**src/rtl/dacc_pkg.sv**
```systemverilog
package dacc_pkg;

    localparam int ACC_W = 8;
    localparam int IDX_W = 16;
    localparam int DBL_W = 2 * ACC_W;
    localparam int N_IDX = 2;

    typedef enum logic [3:0] {
        OP_NOP = 4'd0,
        OP_ADD_BX = 4'd1,
        OP_ADD_BY = 4'd2,
        OP_A_TO_CC = 4'd3,
        OP_CC_TO_A = 4'd4,
        OP_DEC_ADJ = 4'd5,
        OP_ADD_AB = 4'd6,
        OP_SUB_AB = 4'd7,
        OP_CMP_AB = 4'd8
    } op_e;

    typedef enum logic [2:0] {
        SEL_A = 3'd0,
        SEL_B = 3'd1,
        SEL_D = 3'd2,
        SEL_X = 3'd3,
        SEL_Y = 3'd4,
        SEL_CC = 3'd5
    } sel_e;

    typedef struct packed {
        logic s;
        logic x;
        logic h;
        logic i;
        logic n;
        logic z;
        logic v;
        logic c;
    } ccr_t;

    typedef struct packed {
        logic [ACC_W-1:0] a;
        ccr_t cc;
        logic wr_a;
        logic wr_cc;
    } alu_res_t;

    function automatic logic nib_over9(input logic [3:0] nib);
        return nib > 4'd9;
    endfunction

    function automatic logic idx_targets(input op_e op, input int k);
        return (k == 0) ? (op == OP_ADD_BX) : (op == OP_ADD_BY);
    endfunction

endpackage

```
**src/rtl/dacc_alu.sv**
```systemverilog
module dacc_alu
    import dacc_pkg::*;
(
    input  op_e              op,
    input  logic [ACC_W-1:0] a_in,
    input  logic [ACC_W-1:0] b_in,
    input  ccr_t             cc_in,
    output alu_res_t         res
);

    localparam int MSB = ACC_W - 1;

    logic [ACC_W:0]   sum_w;
    logic [4:0]       nib_sum;
    logic [ACC_W:0]   dif_w;
    logic             fix_lo;
    logic             fix_hi;
    logic [ACC_W-1:0] adj_val;
    logic [ACC_W-1:0] adj_res;

    always_comb begin
        sum_w   = {1'b0, a_in} + {1'b0, b_in};
        nib_sum = {1'b0, a_in[3:0]} + {1'b0, b_in[3:0]};
        dif_w   = {1'b0, a_in} - {1'b0, b_in};
        fix_lo  = cc_in.h | nib_over9(a_in[3:0]);
        fix_hi  = cc_in.c | (a_in > 8'h99);
        adj_val = {(fix_hi ? 4'h6 : 4'h0), (fix_lo ? 4'h6 : 4'h0)};
        adj_res = a_in + adj_val;
    end

    always_comb begin
        res       = '0;
        res.a     = a_in;
        res.cc    = cc_in;
        res.wr_a  = 1'b0;
        res.wr_cc = 1'b0;
        unique case (op)
            OP_A_TO_CC: begin
                res.cc    = ccr_t'(a_in);
                res.wr_cc = 1'b1;
            end
            OP_CC_TO_A: begin
                res.a    = a_in;
                res.a    = cc_in;
                res.wr_a = 1'b1;
            end
            OP_ADD_AB: begin
                res.a     = sum_w[MSB:0];
                res.cc.h  = nib_sum[4];
                res.cc.n  = sum_w[MSB];
                res.cc.z  = (sum_w[MSB:0] == '0);
                res.cc.v  = (a_in[MSB] == b_in[MSB]) && (sum_w[MSB] != a_in[MSB]);
                res.cc.c  = sum_w[ACC_W];
                res.wr_a  = 1'b1;
                res.wr_cc = 1'b1;
            end
            OP_SUB_AB, OP_CMP_AB: begin
                res.a     = dif_w[MSB:0];
                res.cc.n  = dif_w[MSB];
                res.cc.z  = (dif_w[MSB:0] == '0);
                res.cc.v  = (a_in[MSB] != b_in[MSB]) && (dif_w[MSB] != a_in[MSB]);
                res.cc.c  = dif_w[ACC_W];
                res.wr_a  = (op == OP_SUB_AB);
                res.wr_cc = 1'b1;
            end
            OP_DEC_ADJ: begin
                res.a     = adj_res;
                res.cc.n  = adj_res[MSB];
                res.cc.z  = (adj_res == '0);
                res.cc.c  = cc_in.c | fix_hi;
                res.wr_a  = 1'b1;
                res.wr_cc = 1'b1;
            end
            default: begin
                res.wr_a  = 1'b0;
                res.wr_cc = 1'b0;
            end
        endcase
    end

endmodule

```
**src/rtl/dacc_idx_add.sv**
```systemverilog
module dacc_idx_add #(
    parameter int IW = 16,
    parameter int BW = 8
) (
    input  logic          en,
    input  logic [IW-1:0] idx_in,
    input  logic [BW-1:0] b_in,
    output logic [IW-1:0] idx_out
);

    localparam int PAD = IW - BW;

    logic [IW-1:0] b_ext;

    always_comb begin
        b_ext   = {{PAD{1'b0}}, b_in};
        idx_out = en ? (idx_in + b_ext) : idx_in;
    end

endmodule

```
**src/rtl/dacc_unit.sv**
```systemverilog
module dacc_unit
    import dacc_pkg::*;
(
    input  logic             clk,
    input  logic             rst,
    input  logic [3:0]       op_code,
    input  logic             wr_en,
    input  logic [2:0]       wr_sel,
    input  logic [DBL_W-1:0] wr_data,
    output logic [ACC_W-1:0] acc_a,
    output logic [ACC_W-1:0] acc_b,
    output logic [DBL_W-1:0] acc_d,
    output logic [IDX_W-1:0] idx_x,
    output logic [IDX_W-1:0] idx_y,
    output logic [ACC_W-1:0] ccr
);

    op_e              op;
    sel_e             sel;
    logic [ACC_W-1:0] a_q, b_q, a_n, b_n;
    ccr_t             cc_q, cc_n;
    logic [IDX_W-1:0] idx_q   [N_IDX];
    logic [IDX_W-1:0] idx_sum [N_IDX];
    logic [IDX_W-1:0] idx_n   [N_IDX];
    alu_res_t         alu_r;

    assign op  = op_e'(op_code);
    assign sel = sel_e'(wr_sel);

    dacc_alu u_alu (
        .op    (op),
        .a_in  (a_q),
        .b_in  (b_q),
        .cc_in (cc_q),
        .res   (alu_r)
    );

    for (genvar k = 0; k < N_IDX; k++) begin : g_idx
        dacc_idx_add #(.IW(IDX_W), .BW(ACC_W)) u_add (
            .en      (idx_targets(op, k)),
            .idx_in  (idx_q[k]),
            .b_in    (b_q),
            .idx_out (idx_sum[k])
        );
    end

    // Operation results first, then the write port overrides its target.
    always_comb begin
        a_n   = alu_r.wr_a  ? alu_r.a  : a_q;
        cc_n  = alu_r.wr_cc ? alu_r.cc : cc_q;
        b_n   = b_q;
        idx_n = idx_sum;
        if (wr_en) begin
            case (sel)
                SEL_A:  a_n = wr_data[ACC_W-1:0];
                SEL_B:  b_n = wr_data[ACC_W-1:0];
                SEL_D: begin
                    a_n = wr_data[DBL_W-1:ACC_W];
                    b_n = wr_data[ACC_W-1:0];
                end
                SEL_X:  idx_n[0] = wr_data[IDX_W-1:0];
                SEL_Y:  idx_n[1] = wr_data[IDX_W-1:0];
                SEL_CC: cc_n = ccr_t'(wr_data[ACC_W-1:0]);
                default: ;
            endcase
        end
    end

    always_ff @(posedge clk) begin
        if (rst) begin
            a_q  <= '0;
            b_q  <= '0;
            cc_q <= '0;
            for (int k = 0; k < N_IDX; k++) idx_q[k] <= '0;
        end else begin
            a_q   <= a_n;
            b_q   <= b_n;
            cc_q  <= cc_n;
            idx_q <= idx_n;
        end
    end

    assign acc_a = a_q;
    assign acc_b = b_q;
    assign acc_d = {a_q, b_q};
    assign idx_x = idx_q[0];
    assign idx_y = idx_q[1];
    assign ccr   = cc_q;

    logic wr_hits_a, wr_hits_b, wr_hits_cc;
    assign wr_hits_a  = wr_en && (wr_sel == SEL_A || wr_sel == SEL_D);
    assign wr_hits_b  = wr_en && (wr_sel == SEL_B || wr_sel == SEL_D);
    assign wr_hits_cc = wr_en && (wr_sel == SEL_CC);

    // only the write port may change B
    p_b_only_by_write_r9: assert property (@(posedge clk) disable iff (rst)
        !wr_hits_b |=> $stable(b_q));

    // index add leaves the flags alone
    p_idx_add_keeps_cc_r3: assert property (@(posedge clk) disable iff (rst)
        ((op_code == OP_ADD_BX || op_code == OP_ADD_BY) && !wr_hits_cc) |=> $stable(cc_q));

    // compare leaves A alone
    p_cmp_keeps_a_r7: assert property (@(posedge clk) disable iff (rst)
        (op_code == OP_CMP_AB && !wr_hits_a) |=> $stable(a_q));

    // transfer A to flags
    p_a_to_cc_r4: assert property (@(posedge clk) disable iff (rst)
        (op_code == OP_A_TO_CC && !wr_hits_cc) |=> (cc_q == $past(a_q)));

    // accumulator add
    p_add_sum_r5: assert property (@(posedge clk) disable iff (rst)
        (op_code == OP_ADD_AB && !wr_hits_a) |=> (a_q == ACC_W'($past(a_q) + $past(b_q))));

    // write port wins over operation on A
    p_write_wins_r10: assert property (@(posedge clk) disable iff (rst)
        (wr_en && wr_sel == SEL_A) |=> (a_q == $past(wr_data[ACC_W-1:0])));

endmodule

```
**config.mk**
```make
export PLATFORM = sky130hd
export DESIGN_NAME = dacc_unit
export DESIGN_NICKNAME = d
export VERILOG_FILES = /design/src/rtl/dacc_pkg.sv /design/src/rtl/dacc_alu.sv /design/src/rtl/dacc_idx_add.sv /design/src/rtl/dacc_unit.sv
export SDC_FILE = /design/constraint.sdc
export NUM_CORES = 1
export LEC_CHECK = 0
export BUFFER_PORTS_ARGS = -buffer_cell sky130_fd_sc_hd__buf_2
export CAP_MARGIN = 20
export CORE_UTILIZATION = 43
export CTS_CLUSTER_DIAMETER = 150
export DETAILED_ROUTE_END_ITERATION = 10
export PLACE_DENSITY = 0.76
export SLEW_MARGIN = 30
export SYNTH_ARGS = -nofsm -noshare
export SYNTH_HDL_FRONTEND = slang
export SYNTH_HIERARCHICAL = 1
export SYNTH_SLANG_ARGS = --single-unit
export TNS_END_PERCENT = 5
```
**constraint.sdc**
```tcl
create_clock -name clk -period 2.7 [get_ports clk]
set_input_delay 0.135 -clock clk [delete_from_list [all_inputs] [get_ports clk]]
set_output_delay 0.135 -clock clk [all_outputs]
set_load 0.02 [all_outputs]
```
### After elaboration in Yosys (flattened, before gate mapping)

Index checks and enable logic that the tools add are counted.

| word-level totals | value |
|---|---|
| output and inout bits | 72 |
| word-level logic and storage cells | 73 |
| flip-flop bits (word level) | 56 |
| bits of input ports | 26 |

| cells by class | value |
|---|---|
| eq/ne operators | 17 |
| bitwise logic cells | 3 |
| add/sub/neg operators | 6 |
| $lt $le $gt $ge | 2 |
| reduce and logical (&&, ||, !) cells | 11 |
| mux-type cells | 22 |

Operators by type and width:

| cell | count |
|---|---|
| 2-to-1 mux 16 bit | 4 |
| 2-to-1 mux 8 bit | 5 |
| adder 16 x 8 -> 16 bit | 2 |
| 2-to-1 mux 32 bit | 1 |
| one-hot mux 8 bit (4 select lines) | 1 |
| zero test 8 bit | 3 |
| equality test 4 x 3 -> 1 bit (second input constant) | 4 |
| one-hot mux 8 bit (2 select lines) | 1 |
| adder 8 x 8 -> 9 bit | 1 |
| subtractor 8 x 8 -> 9 bit | 1 |
| adder 8 bit | 1 |
| equality test 4 x 2 -> 1 bit (second input constant) | 2 |
| greater-than comparator 8 bit (second input constant) | 1 |
| one-hot mux 2 bit (4 select lines) | 1 |
| equality test 3 x 2 -> 1 bit (second input constant) | 2 |
| equality test 3 bit (second input constant) | 2 |
| 2-to-1 mux 3 bit | 2 |
| adder 4 x 4 -> 5 bit | 1 |
| OR reduction 5 bit | 1 |
| equality test 4 x 1 -> 1 bit (second input constant) | 1 |
| equality test 4 bit (second input constant) | 1 |
| greater-than comparator 4 bit (second input constant) | 1 |
| one-hot mux 1 bit (2 select lines) | 2 |
| one-hot mux 1 bit (4 select lines) | 1 |
| 12 further kinds | 19 |

### Longest topological paths before layout

Gate-level depths: netlist (run 1).

| logic depth | value |
|---|---|
| depth in word-level cells | 9 |
| mapped depth | 13 |
| mapped depth without buffers | 12 |

### Hierarchy

Netlist (run 1), hierarchy kept.

Modules (own cells, without submodules):

| module | area an instance (µm²) | seq. area each (µm²) | cells an instance | instances |
|---|---|---|---|---|
| dacc_unit | 2459.9 | 1121.1 | 279 | 1 |
| dacc_alu | 1632.8 | 0.0 | 232 | 1 |
| dacc_idx_add (g_idx[0].u_add) | 653.1 | 0.0 | 87 | 1 |
| dacc_idx_add (g_idx[1].u_add) | 569.3 | 0.0 | 73 | 1 |

### Least setup slack after synthesis (run 1)

OpenSTA, ideal clock, no wires.

| timing path | value |
|---|---|
| path type | reg-to-reg |
| start point | reg b_q[1] (netlist: acc_b[1]) |
| end point | reg cc_q (netlist bit ccr[2]) |
| path slack | -0.316 ns |
| setup time | 0.086 ns |
| clock period less this slack | 3.016 ns |
| data arrival time | 2.931 ns |
| cell stages (with the launch flop) | 10 |
| data required time | 2.614 ns |
| path buffers | 0 |
| path through | dfxtp_1 -> inv_1 -> fa_1 -> xor2_1 -> or4b_1 -> or4b_1 -> nor4_2 -> a211o_1 -> mux2i_1 -> a211oi_1 |

RTL lines:

| item | line | text |
|---|---|---|
| from (decl) | dacc_unit.sv:20 | `logic [ACC_W-1:0] a_q, b_q, a_n, b_n;` |
| from (signal assigned) | dacc_unit.sv:77 | `b_q <= b_n;` |
| to (signal assigned) | dacc_unit.sv:78 | `cc_q <= cc_n;` |
| to (decl) | dacc_unit.sv:21 | `ccr_t cc_q, cc_n;` |

==> results.yml, run 1 <==
power_and_ir_drop:
  peakVddDrop_mv: 0.2796
  p_leak_uw: 0.002811
  power.density_nw_per_um2: 393.2
  report.power.total_uw: 2486
sta:
  finalCriticalPeriod_ns: 2.738
  drv_slew: 0
  finalHoldViolations: 0
  fin_crit_sh_pct: 101.4
  relSlewSlack_pct: 43.04
  max_freq_mhz: 365.2
  setup_ws_ns: -0.03841
  setup_viol: 2
  grt_setup_unrepaired: "yes"
  setup_tns_ns: -0.04609
  worstMarginPinSlew_ns: 0.8455
  skew_ns: 0.007443
layout:
  area_delta_synth_final_pct: 18.97
  final_cell_mix: "97 x buf_2, 89 x nand2_1, 63 x a21oi_1, 54 x buf_4, 47 x dfxtp_1"
  multi_input_area_sq_um: 3836
  stdcell_area_sq_um: 6324
  seqCellArea_sq_um: 1140
  fillerInstances: 1149
  n_antenna_cell: 0
  final_cells: 923
  fin_nets: 842
  drive_gt1_share_pct: 27.96
  mostFrequentLayoutCell: "buf_2"
logic_synthesis:
  synth_edf_count: 0
  ys_ff_latch: 56
  synth_flop_cell: "dfxtp_1"
  synth.cell_area_sq_um: 5315
  synth_nets: 738
  postSynth.asyncResetShare_pct: 0
  yosysUniqueCellTypes: 86
  ys_warn_count: 6
  synth_seq_area_share_pct: 21.09
  syn-instance-count: 671
  syn_area_per_cell_sq_um: 7.921
grt:
  first_global_vias: 4883
  overflow: 0
  grt_first_pass_wirelength_um: 26410
  grt_max_degree: 29
  track_usage_pct: 26.27
  antenna_found_initial: 0
critical_path:
  endpoint: "ccr[2]"
  worst_r2r_endpoint: "ccr[2]"
  critPathRequiredTime_ns: 2.91
  start_kind: "flip-flop"
  crit_path_end_kind: "flip-flop"
  worstReg2RegStart: "acc_a[0]"
  worstPathArrival_ns: 2.95
  critical_path_class: "reg -> reg"
  r2r_setup_slack_ns: -0.04
  crit_fanout: 3
  reg2regPathDepth: 11
  startpoint: "acc_a[0]"
cts:
  cts_tree: "yes"
  htree_levels: 2
  ctsHoldBuffers: 0
  cts-root-buf: "clkbuf_16"
  cts_max_path_buffers: 2
  cts_made_buffers: 5
  clk_latency_ns: 0.30
  clkTransAtPathRegs_ns: 0.08
  cts_sinks: 56
drt:
  viasPerCell: 5.960
  firstDrtPassIters: 5
  wl_um: 16960
  wire_per_inst_um: 18.38
  vias: 5501
  drc: 0
  ant_nets: 0
  drt_iter0_drc: 561
floorplanning:
  die_h_um: 113.2
  die-width_um: 113.2
  initial_core_util_pct: 44.25
  rows: 40
  core_sq_um: 12010
  io_pins: 98
  dieArea_sq_um: 12810
placed_design:
  place_congestion: 0.9734
  dp_cells: 914
  portBuffers: 97
  place_hpwl_um: 12900
  place_area_sq_um: 6103
run:
  cap_violations: 0
outcome:
  violations: "negative setup slack"
  outcome: "finished with violations"
worst_hold_path:
  holdCritPathClass: "in -> reg"
[per-stage QoR]
stage	hold slack (ns)	worst slack [ns]	utilization [%]
2_1_floorplan	0.2710	-0.004507	-
3_3_place_gp	0.4158	-0.02907	50.81
3_5_place_dp	0.4242	-0.09195	50.81
4_1_cts	0.1087	-0.04758	52.45
5_1_grt	0.1208	-0.1639	52.65
6_report	0.1104	-0.03841	52.65
[Yosys cell counts, types with 3 or more instances]
cell type	number	area share, %
nand3b_1	4	0.56
nor3_1	8	0.75
or2_2	3	0.35
o31ai_1	4	0.56
nand2_1	89	6.3
nor2b_1	14	1.6
a21oi_1	64	6.0
and3_1	3	0.35
o21bai_1	4	0.56
fa_1	5	1.9
a211oi_1	28	4.0
clkbuf_1	22	1.6
o211ai_1	6	0.85
inv_1	23	1.6
dfxtp_1	56	21
a22oi_1	4	0.56
xor2_1	16	2.6
and4_1	3	0.49
a21o_1	11	1.6
a211oi_2	3	0.71
buf_6	4	0.85
o21a_1	5	0.71
ha_1	36	8.5
o21ai_0	22	2.1
o22ai_1	6	0.71
or4b_1	3	0.56
nand4_1	5	0.59
mux2i_1	24	4.5
buf_2	6	0.56
o2bb2ai_1	3	0.49
buf_4	19	2.7
nor2_1	34	2.4
xnor2_1	22	3.6
nand2b_1	23	2.7
nand3_1	9	0.85
a31oi_1	6	0.71
mux2_2	11	2.3
o311ai_0	3	0.49
[flip-flops by register name, summed over array words and instances, names as in the netlist]
signal,flops
idx_x,16
ccr,8
acc_a,8
idx_y,16
acc_b,8
[critical path, stage by stage (launching register included)]
cell,delay (ns)
dfxtp_4,0.36
inv_4,0.06
ha_4,0.13
inv_2,0.03
fa_2,0.35
xor2_1,0.18
or4b_1,0.47
or4b_4,0.53
nor4_2,0.16
a211o_1,0.13
mux2i_1,0.06
a211oi_1,0.20
[area by class of cell]
cell class                      count  share of cell area (%)
Clock inverter                      3                  0.7123
Multi-Input combinational cell    535                   60.66
Inverter                           26                   1.622
Timing Repair Buffer              151                   14.09
Sequential cell                    56                   18.03
Clock buffer                        5                   1.979
Tap cell                          147                   2.909
[cells by family (layout without fill, tap and decap cells)]
kind of cell | Yosys count | in the layout | synth area share [%]
simple gates | 220 | 220 | 21.73
compound gates | 199 | 199 | 25.47
buf+inv | 80 | 185 | 7.768
flops | 56 | 56 | 21.09
fa+ha+maj | 42 | 42 | 10.55
xor+xnor | 38 | 38 | 6.262
mux | 36 | 36 | 7.133
[where the power goes]
group,leakage (uW),internal [uW],total (uW),switching (uW)
clock,0.0000847,443,773,330
combinational,0.00227,338,819,481
sequential,0.000460,858,894,36.3
[repair_timing]
action,CTS,global route
gates resized for setup,5,7
setup buffers,1,0
pin swaps,1,4
endpoints found under the setup margin,1,8
[how the worst min path moves through the flow]
stage / to / cells after the start / slack, ns / start
floorplan: idx_y[10] / 2 / 0.27 / wr_data[10]
global placement: idx_y[11] / 3 / 0.42 / wr_data[11]
detailed placement: idx_y[11] / 3 / 0.42 / wr_data[11]
CTS: idx_y[11] / 3 / 0.11 / wr_data[11]
global route: idx_x[15] / 3 / 0.12 / wr_data[15]
finish: idx_y[11] / 3 / 0.11 / wr_data[11]
[routing by layer]
metal  up-vias  wire (um)  track usage (%)
li1       2609          -                -
met1      2589       7385            36.64
met2       263       7825            41.84
met3        40       1264            3.107
met4         0        487            8.947
met5         -          0                0
Power figures use the tool's default switching activity.
==> inputs of run 2 (changes only) <==
Settings changed: HOLD_SLACK_MARGIN set to 0.15.
==> run 2 against run 1 <==
  * The flow still finishes with violations (negative setup slack)
  * Core utilization grew 0.83 points
  * Wire length grew 1.9%
  * Clock skew shrank 0.00097 ns
  * Design area grew 1.6%
  * Power grew 0.52%
  * Clock power is essentially flat
  * Critical path depth is the same
  * First-iteration DRC count shrank 0.89%
  * Critical path type unchanged
  * Critical endpoint unchanged
  * Largest power group unchanged
==> results.yml, run 2 (synthesized netlist as in run 1, its figures left out) <==
cts:
  clkTransAtPathRegs_ns: 0.08
  cts_made_buffers: 5
  cts_tree: "yes"
  htree_levels: 2
  cts-root-buf: "clkbuf_16"
  clk_latency_ns: 0.30
  cts_sinks: 56
  cts_max_path_buffers: 2
layout:
  drive_gt1_share_pct: 27.61
  mostFrequentLayoutCell: "buf_2"
  final_core_utilization_pct: 53.48
  fillerInstances: 1137
  area_delta_synth_final_pct: 20.86
  n_antenna_cell: 0
  fin_nets: 852
  stdcell_area_sq_um: 6424
  final_cell_mix: "97 x buf_2, 89 x nand2_1, 63 x a21oi_1, 54 x buf_4, 47 x dfxtp_1"
floorplanning:
  rows: 40
  io_pins: 98
  initial_core_util_pct: 44.25
  dieArea_sq_um: 12810
  die-width_um: 113.2
  core_sq_um: 12010
  die_h_um: 113.2
critical_path:
  crit_slowest_cell: "or4b_4"
  crit_chain: "inv_4 > ha_4 > inv_2 > fa_2 > xor2_1 > or4b_1 > or4b_4 > nor4_2 > a211o_1 > mux2i_1 > a211oi_1"
  worstPathArrival_ns: 2.94
  critPathRequiredTime_ns: 2.91
  critical_path_class: "reg -> reg"
  crit_fanout: 3
  cp_slowest_stage_delay_ns: 0.53
  crit_path_end_kind: "flip-flop"
  start_kind: "flip-flop"
drt:
  vias: 5545
  wire_per_inst_um: 18.53
  drt_iter0_drc: 556
  ant_nets: 0
  drc: 0
  wl_um: 17290
  firstDrtPassIters: 6
  viasPerCell: 5.943
sta:
  finalCriticalPeriod_ns: 2.734
  skew_ns: 0.006470
  grt_setup_unrepaired: "yes"
  worstMarginPinSlew_ns: 0.8925
  setup_viol: 1
  drv_slew: 0
  setup_ws_ns: -0.03434
  fin_crit_sh_pct: 101.3
  max_freq_mhz: 365.7
  finalHoldViolations: 0
  holdWs_ns: 0.1636
  relSlewSlack_pct: 39.87
outcome:
  violations: "negative setup slack"
  outcome: "finished with violations"
placed_design:
  place_area_sq_um: 6103
  portBuffers: 97
  post-place-ws_ns: -0.09195
  place_hpwl_um: 12900
  place_congestion: 0.9734
grt:
  first_global_vias: 4960
  grt_first_pass_wirelength_um: 26710
  overflow: 0
  antenna_found_initial: 0
  track_usage_pct: 26.62
  grt_max_degree: 29
power_and_ir_drop:
  power.density_nw_per_um2: 389.0
  p_leak_uw: 0.002852
  peakVddDrop_mv: 0.2802
run:
  cap_violations: 0
worst_hold_path:
  holdCritPathClass: "in -> reg"
-- run 2: cell count changes in the layout (fill, tap and decap cells not counted) --
cell,before,now
dlygate4sd3_1,0,10
-- run 2: layout make-up --
| cell class | count | area [sq um] | share of cell area (%) |
|---|---|---|---|
| Clock buffer | 5 | 125.1 | 1.948 |
| Clock inverter | 3 | 45.04 | 0.7012 |
| Inverter | 26 | 102.6 | 1.597 |
| Multi-Input combinational cell | 535 | 3836 | 59.72 |
| Sequential cell | 56 | 1140 | 17.74 |
| Tap cell | 147 | 183.9 | 2.863 |
| Timing Repair Buffer | 161 | 991.0 | 15.43 |
-- run 2: power breakdown --
part	internal (uW)	switching, uW
combinational	348	484
sequential	858	36.5
clock	443	330
-- run 2: path summary, 6_finish.rpt --
path	cells after the start	slack, ns	start	endpoint
max	11	-0.03	acc_a[0]	ccr[2]
min	3	0.16	wr_data[1]	idx_y[1]
max reg2reg	11	-0.03	acc_a[0]	ccr[2]
min reg2reg	3	0.57	idx_x[15]	idx_x[15]
-- run 2: routing by layer --
| metal | wire (um) | vias to the layer above | global-route usage, % |
|---|---|---|---|
| li1 | - | 2624 | - |
| met1 | 7398 | 2579 | 36.52 |
| met2 | 7900 | 286 | 42.74 |
| met3 | 1381 | 56 | 3.214 |
| met4 | 608 | 0 | 9.912 |
| met5 | 0 | - | 0 |
-- run 2: worst max-delay path: cells and delay by family, from the launching register on --
kind	cells	cell delay, ns
xor+xnor	1	0.18
buf+inv	2	0.09
compound gates	2	0.32
flops	1	0.36
simple gates	3	1.16
fa+ha+maj	2	0.48
mux	1	0.06
-- run 2: what timing repair did --
item	in CTS	in global routing
endpoints found under the setup margin	1	8
hold buffers	10	0
resized for setup	5	7
endpoints found under the hold margin	19	0
setup buffers	1	0
pin swaps	1	4
-- run 2: metrics by stage --
step	power, uW	std cells	setup TNS [ns]
finish	2499	933	-0.03434
detailed placement	1695	914	-0.09195
global route	2597	933	-0.4615
floorplan	1422	671	-0.004507
CTS	2474	933	-0.05076
global placement	1690	914	-0.02907
